`config.mk`:
```
export PLATFORM = sky130hd
export DESIGN_NAME = latched_decoder
export DESIGN_NICKNAME = d
export VERILOG_FILES = /design/src/rtl/latdec_pkg.sv /design/src/rtl/addr_latch.sv /design/src/rtl/bin_decoder.sv /design/src/rtl/line_driver.sv /design/src/rtl/latched_decoder.sv
export SDC_FILE = /design/constraint.sdc
export NUM_CORES = 1
export LEC_CHECK = 0
export BUFFER_PORTS_ARGS = -buffer_cell sky130_fd_sc_hd__buf_2
export CAP_MARGIN = 20
export CORE_AREA = 2 2 39 41
export DETAILED_ROUTE_END_ITERATION = 16
export DIE_AREA = 0 0 41 43
export GPL_TIMING_DRIVEN = 0
export MAX_ROUTING_LAYER = met4
export PLACE_DENSITY_LB_ADDON = 0.05
export SLEW_MARGIN = 20
export SYNTH_ARGS = -nofsm -noshare
export SYNTH_HDL_FRONTEND = slang
export SYNTH_SLANG_ARGS = --single-unit
```
`constraint.sdc`:
```
create_clock -name clk_i -period 3.85 [get_ports clk_i]
set_input_delay 0.9625 -clock clk_i [delete_from_list [all_inputs] [get_ports clk_i]]
set_output_delay 0.9625 -clock clk_i [all_outputs]
set_load 0.1 [all_outputs]
```
`src/rtl/latdec_pkg.sv`:
```
package latdec_pkg;
  typedef enum logic {
    OUT_ACT_LOW  = 1'b0,
    OUT_ACT_HIGH = 1'b1
  } out_pol_e;
endpackage

```
`src/rtl/addr_latch.sv`:
```
module addr_latch #(
  parameter int unsigned W = 4
) (
  input  logic         clk_i,
  input  logic         rst_ni,
  input  logic         le_i,
  input  logic [W-1:0] addr_i,
  output logic [W-1:0] addr_o
);
  logic [W-1:0] addr_q;

  always_ff @(posedge clk_i or negedge rst_ni) begin
    if (!rst_ni)   addr_q <= '0;
    else if (le_i) addr_q <= addr_i;
  end

  // transparent path bypasses storage
  assign addr_o = le_i ? addr_i : addr_q;

  // held address stable across consecutive low-enable cycles
  a_r2_hold_stable: assert property (@(posedge clk_i) disable iff (!rst_ni)
    (!le_i && !$past(le_i)) |-> $stable(addr_o));
endmodule

```
`src/rtl/bin_decoder.sv`:
```
module bin_decoder #(
  parameter int unsigned W = 4,
  localparam int unsigned N = 1 << W
) (
  input  logic [W-1:0] addr_i,
  output logic [N-1:0] hit_o
);
  for (genvar gi = 0; gi < N; gi++) begin : g_hit
    assign hit_o[gi] = (addr_i == W'(gi));
  end
endmodule

```
`src/rtl/line_driver.sv`:
```
module line_driver #(
  parameter int unsigned N = 16,
  parameter latdec_pkg::out_pol_e POL = latdec_pkg::OUT_ACT_HIGH
) (
  input  logic [N-1:0] hit_i,
  input  logic         en_ni,
  output logic [N-1:0] lines_o
);
  logic [N-1:0] gated;
  assign gated = en_ni ? '0 : hit_i;

  if (POL == latdec_pkg::OUT_ACT_HIGH) begin : g_high
    assign lines_o = gated;
  end else begin : g_low
    assign lines_o = ~gated;
  end
endmodule

```
`src/rtl/latched_decoder.sv`:
```
module latched_decoder #(
  parameter int unsigned ADDR_W = 4,
  parameter latdec_pkg::out_pol_e POL = latdec_pkg::OUT_ACT_HIGH,
  localparam int unsigned N_LINES = 1 << ADDR_W
) (
  input  logic               clk_i,
  input  logic               rst_ni,
  input  logic               latch_en_i,
  input  logic [ADDR_W-1:0]  addr_i,
  input  logic               en_ni,
  output logic [N_LINES-1:0] lines_o
);
  localparam logic ACT_LVL = (POL == latdec_pkg::OUT_ACT_HIGH);
  localparam logic [N_LINES-1:0] IDLE_VEC = {N_LINES{~ACT_LVL}};

  logic [ADDR_W-1:0]  addr_eff;
  logic [N_LINES-1:0] hit;

  addr_latch #(.W(ADDR_W)) u_latch (
    .clk_i  (clk_i),
    .rst_ni (rst_ni),
    .le_i   (latch_en_i),
    .addr_i (addr_i),
    .addr_o (addr_eff)
  );

  bin_decoder #(.W(ADDR_W)) u_dec (
    .addr_i (addr_eff),
    .hit_o  (hit)
  );

  line_driver #(.N(N_LINES), .POL(POL)) u_drv (
    .hit_i   (hit),
    .en_ni   (en_ni),
    .lines_o (lines_o)
  );

  // disabled means every line idle
  a_r4_all_idle: assert property (@(posedge clk_i) disable iff (!rst_ni)
    en_ni |-> (lines_o == IDLE_VEC));
  // enabled means exactly one active line
  a_r4_one_active: assert property (@(posedge clk_i) disable iff (!rst_ni)
    !en_ni |-> ($countones(lines_o ^ IDLE_VEC) == 1));
  // active line index equals decoded address
  a_r3_select: assert property (@(posedge clk_i) disable iff (!rst_ni)
    !en_ni |-> (lines_o[addr_eff] == ACT_LVL));
  // transparent stage follows live address
  a_r1_follow: assert property (@(posedge clk_i) disable iff (!rst_ni)
    (latch_en_i && !en_ni) |-> (lines_o[addr_i] == ACT_LVL));
endmodule

```
After elaboration in Yosys (flattened, before gate mapping)
Index checks and enable logic that the tools add are counted.

Eq/ne operators: 15. Muxes and demuxes: 2. Reduce and logical (&&, ||, !) cells: 1.

Operator list (number): == test 4 bit (second input constant) (8); == test 4 x 3 -> 1 bit (second input constant) (4); 2-to-1 mux 16 bit (1); == test 4 x 2 -> 1 bit (second input constant) (2); == test 4 x 1 -> 1 bit (second input constant) (1); logical NOT 4 bit (1); 2-to-1 mux 4 bit (1).

Register bits after elaboration: 4. Input port bits: 8. Output and inout bits: 16. Word-level logic and storage cells: 19.

Longest topological paths before layout
Word-level depth: 3. Gate-level depth with buffers: 4. Mapped depth without buffers: 4.

Hierarchy
Synthesis repeated with hierarchy kept, for this count alone.

Cell total of the unflattened synthesis: 45. Area total of the unflattened synthesis: 515.5 um^2.

By module, submodules not included: bin_decoder (instances 1, cells each 20, area an instance 226.5 um^2, sequential area each 0.0 um^2); addr_latch (instances 1, cells each 8, area an instance 145.1 um^2, sequential area each 100.1 um^2); line_driver (instances 1, cells each 17, area an instance 143.9 um^2, sequential area each 0.0 um^2).

Worst setup path before layout
Ideal clock, no wire load.

Path kind: input -> output. Start point: input port latch_en_i. End point: output port lines_o[10]. Arrival: 3.553 ns. Data required time: 2.888 ns. Setup slack: -0.666 ns. Cell stages on the path: 4. Buffers on the path: 1. Cell sequence: buf_2 nor4b_1 a31oi_1 nor3_1.

Longest elaborated chain between the ends: 3.

RTL lines: start, declared (RTL line latched_decoder.sv:8) `input logic latch_en_i,`; 2-to-1 mux 4 bit; == test 4 bit (RTL line bin_decoder.sv:9) `assign hit_o[gi] = (addr_i == W'(gi));`; 2-to-1 mux 16 bit (RTL line line_driver.sv:10) `assign gated = en_ni ? '0 : hit_i;`; end, declared (RTL line latched_decoder.sv:11) `output logic [N_LINES-1:0] lines_o`.

No other way between the ends.

Worst setup path in the final report
Start point: input port latch_en_i. End point: output port lines_o[4].

Longest elaborated chain between the ends: 3.

RTL lines: 2-to-1 mux 4 bit; net addr_eff[0] (RTL line latched_decoder.sv:16) `logic [ADDR_W-1:0] addr_eff;`; == test 4 x 3 -> 1 bit (RTL line bin_decoder.sv:9); 2-to-1 mux 16 bit (RTL line line_driver.sv:10).

The timed path passes the listed nets, and every way through them passes these cells.

==> reports/metrics.csv <==
stage,metric,value,unit
run_status,status,completed,
critical_path,"Buf+Inv Stages, Crit Path",3,
critical_path,Worst EP required,2.89,ns
floorplan,# rows,14,
clock_network,htree depth,1,
cells_and_area,Largest regs,u_latch.addr_q x4,
global_route,first-pass GRT wire length,1.283,mm
pwr,P_sw,75.71,uW
cells_and_area,fillers,164,
clock_network,worst skew pair latency,0.23,ns
pwr,PD cells,344.2,mW/mm2
clock_network,# Post-CTS Setup Buffers,0,
critical_path,critical path class,primary input to output port,
sta,Fin. Hold Viols,0,
route,1st-pass router iterations,2,
critical_path,"Top cell by count, worst path",buf_2,
global_route,GRT Overall Usage,10.84,%
sta,RSZ-0062 raised after global routing,false,
synthesis,#FFs+latches synth,4,
cells_and_area,Layout area overhead,55.17,%
route,vias per inst,4.631,
synthesis,syn_nets,50,
critical_path,CP Cell Sequence,"buf_2, mux2i_2, inv_2, or3_4, nor2_2, buf_2",
job,max cap viols,0,
critical_path,Critical Path Start Type,primary input,
critical_path,CP max-delay cell,buf_2,
sta,fin crit share,89.02,%
global_route,initial antenna violation count,0,
sta,Tmin final,3.427,ns
cells_and_area,fin cells,84,
floorplan,DIE AREA,0.001763,mm2
synthesis,Avg Inst Size Synth,7.775,um2
critical_path,Worst setup EP type,output port,
clock_network,Sink Count,4,
floorplan,Horiz. Die Dim,41,um
synthesis,"Seq/Total Area, Yosys",30.65,%
sta,Max Fclk,291.8,MHz
global_route,vias in the first global route,311,
route,drt drc,0,
placed_design,IO Port Bufs,23,
route,Final ANT Viol Nets,0,
critical_path,Top Family by Delay on Critical Path,buffers and inverters,
clock_network,hold_buf cts,0,
cells_and_area,Largest Register,u_latch.addr_q,
sta,Slew @ Worst Pin,0.5154,ns
route,Vias,389,
cells_and_area,layout cells sized above 1,64.71,%
critical_path,critical path's largest stage delay,0.43,ns
pwr,Pint,98.71,uW
global_route,pin count of the biggest net entering global routing,11,
synthesis,Cells after Synth,42,
cells_and_area,max reg flops,4,
synthesis,synth warn,0,
floorplan,die height,43,um
sta,Clock Skew,0,ns
sta,final setup violation count,0,
critical_path,Crit Path Max Fanout,5,
critical_path,Critical Path AT,2.46,ns
cells_and_area,Finished Core Util,36.62,%
clock_network,CTS max path bufs,2,
global_route,gr ovfl total,0,
placed_design,Cells after DPL,81,
cells_and_area,Antenna diodes,0,
sta,Slew Limit Headroom,65.64,%
placed_design,hpwl dp,733.9,um
hold_path,Hold Path Class,primary input to asynchronous set/reset pin,
pwr,Seq pwr share,28.5,%
synthesis,synthesized area,326.6,um2
route,final wirelength,839,um
pwr,Pleak,0.0002546,uW
pwr,Switching Share,43.40,%
pwr,Clock Power Share,29.1,%
route,WL/cell,9.988,um
synthesis,synth unique cells,15,
clock_network,clock tree root buffer cell,clkbuf_4,
sta,Final Max Slew Viols,0,
cells_and_area,most frequent cells in the layout,"buf_2 (24), nor2_2 (9), nor2_1 (6)",
floorplan,core area,0.001384,mm2
placed_design,Placer Congestion,0.7112,
floorplan,IO Count,24,
clock_network,CTS buffer count,3,
route,initial drt markers,9,
cells_and_area,"commonest non-fill, non-tap cell in the layout",buf_2,
pwr,Combinational Power Share,42.4,%
floorplan,Initial Util,23.60,%
clock_network,Resized Gates After CTS,0,
clock_network,TritonCTS clock tree,built,
clock_network,clk slew on worst S/H paths,0.04,ns
pwr,Peak VDD IR,0.1381,mV
cells_and_area,"Net count, final",78,
final timing paths:
kind,from,to,slack (ns),cells past startpoint
setup / recovery,latch_en_i,lines_o[4],0.42,6
hold / removal,rst_ni,u_latch.addr_q[1]$_DFF_PN0_,0.53,1
setup reg to reg,u_latch.addr_q[0]$_DFF_PN0_,u_latch.addr_q[0]$_DFF_PN0_,2.99,2
hold reg to reg,u_latch.addr_q[1]$_DFF_PN0_,u_latch.addr_q[1]$_DFF_PN0_,0.57,2
max in group asynchronous,rst_ni,u_latch.addr_q[3]$_DFF_PN0_,3.20,1
min in group clk_i,u_latch.addr_q[1]$_DFF_PN0_,u_latch.addr_q[1]$_DFF_PN0_,0.57,2
synth_stat cells:
| cell | number | share of area [%] |
|---|---|---|
| nor3_1 | 5 | 7.7 |
| and3b_1 | 1 | 2.7 |
| inv_2 | 2 | 2.3 |
| dfrtp_1 | 4 | 31 |
| or3_1 | 2 | 3.8 |
| nor4b_1 | 1 | 2.7 |
| inv_1 | 1 | 1.1 |
| a21oi_1 | 1 | 1.5 |
| or3_4 | 2 | 6.9 |
| a31oi_1 | 2 | 3.8 |
| mux2_2 | 2 | 6.9 |
| nor2_1 | 15 | 17 |
| buf_2 | 1 | 1.5 |
| a32oi_1 | 1 | 2.7 |
| mux2i_2 | 2 | 8.4 |
power by group through the flow:
stage,sequential [uW],combinational (uW),clock [uW]
2_1_floorplan,49.6,59.8,0
3_3_place_gp,50.3,74.7,0
5_1_grt,50.2,79.3,55.3
4_1_cts,49.6,75.0,54.4
6_report,49.7,73.9,50.8
3_5_place_dp,50.3,74.9,0
cell type report:
| class | instances | area (um2) | share of cell area (%) |
|---|---|---|---|
| clock buffer | 3 | 22.52 | 4.444 |
| inverter | 3 | 11.26 | 2.222 |
| sequential | 4 | 100.1 | 19.75 |
| buffer | 1 | 5.005 | 0.9877 |
| timing repair buffer | 23 | 115.1 | 22.72 |
| multi-input combinational | 34 | 232.7 | 45.93 |
| tap | 16 | 20.02 | 3.951 |
cell families (layout without fill, tap and decap cells):
family / after synthesis / count (layout) / synth area share (%)
AND/OR/NAND/NOR: 26 / 26 / 40.99
AO/OA/AOI/OAI: 4 / 4 / 8.044
multiplexers: 4 / 4 / 15.33
flip-flops: 4 / 4 / 30.65
buffers and inverters: 4 / 30 / 4.979
metrics by stage:
step           instance area, um2  total power (uW)  worst slack [ns]  hold WS [ns]  TNS [ns]
2_1_floorplan               349.1             109.4           -0.6657        0.5271    -2.663
3_3_place_gp                484.2             125.0            0.4259        0.5692         0
3_5_place_dp                484.2             125.1            0.4065        0.5657         0
4_1_cts                     506.7             179.0            0.4135        0.5181         0
5_1_grt                     506.7             184.8            0.3146        0.5274         0
6_report                    506.7             174.4            0.4227        0.5252         0
routing by layer:
metal | GRT usage, % | share of wire, % | wire, um
met3 | 1.571 | 8.1 | 68
met2 | 16.88 | 48 | 401
met5 | - | 0 | 0
met1 | 12.66 | 44 | 369
met4 | 6.000 | 0 | 0
worst reg2reg max path, stage by stage (launching register included):
cell     delay (ns)
dfrtp_1        0.36
mux2i_2        0.27
inv_2          0.10
Power figures use the tool's default switching activity.
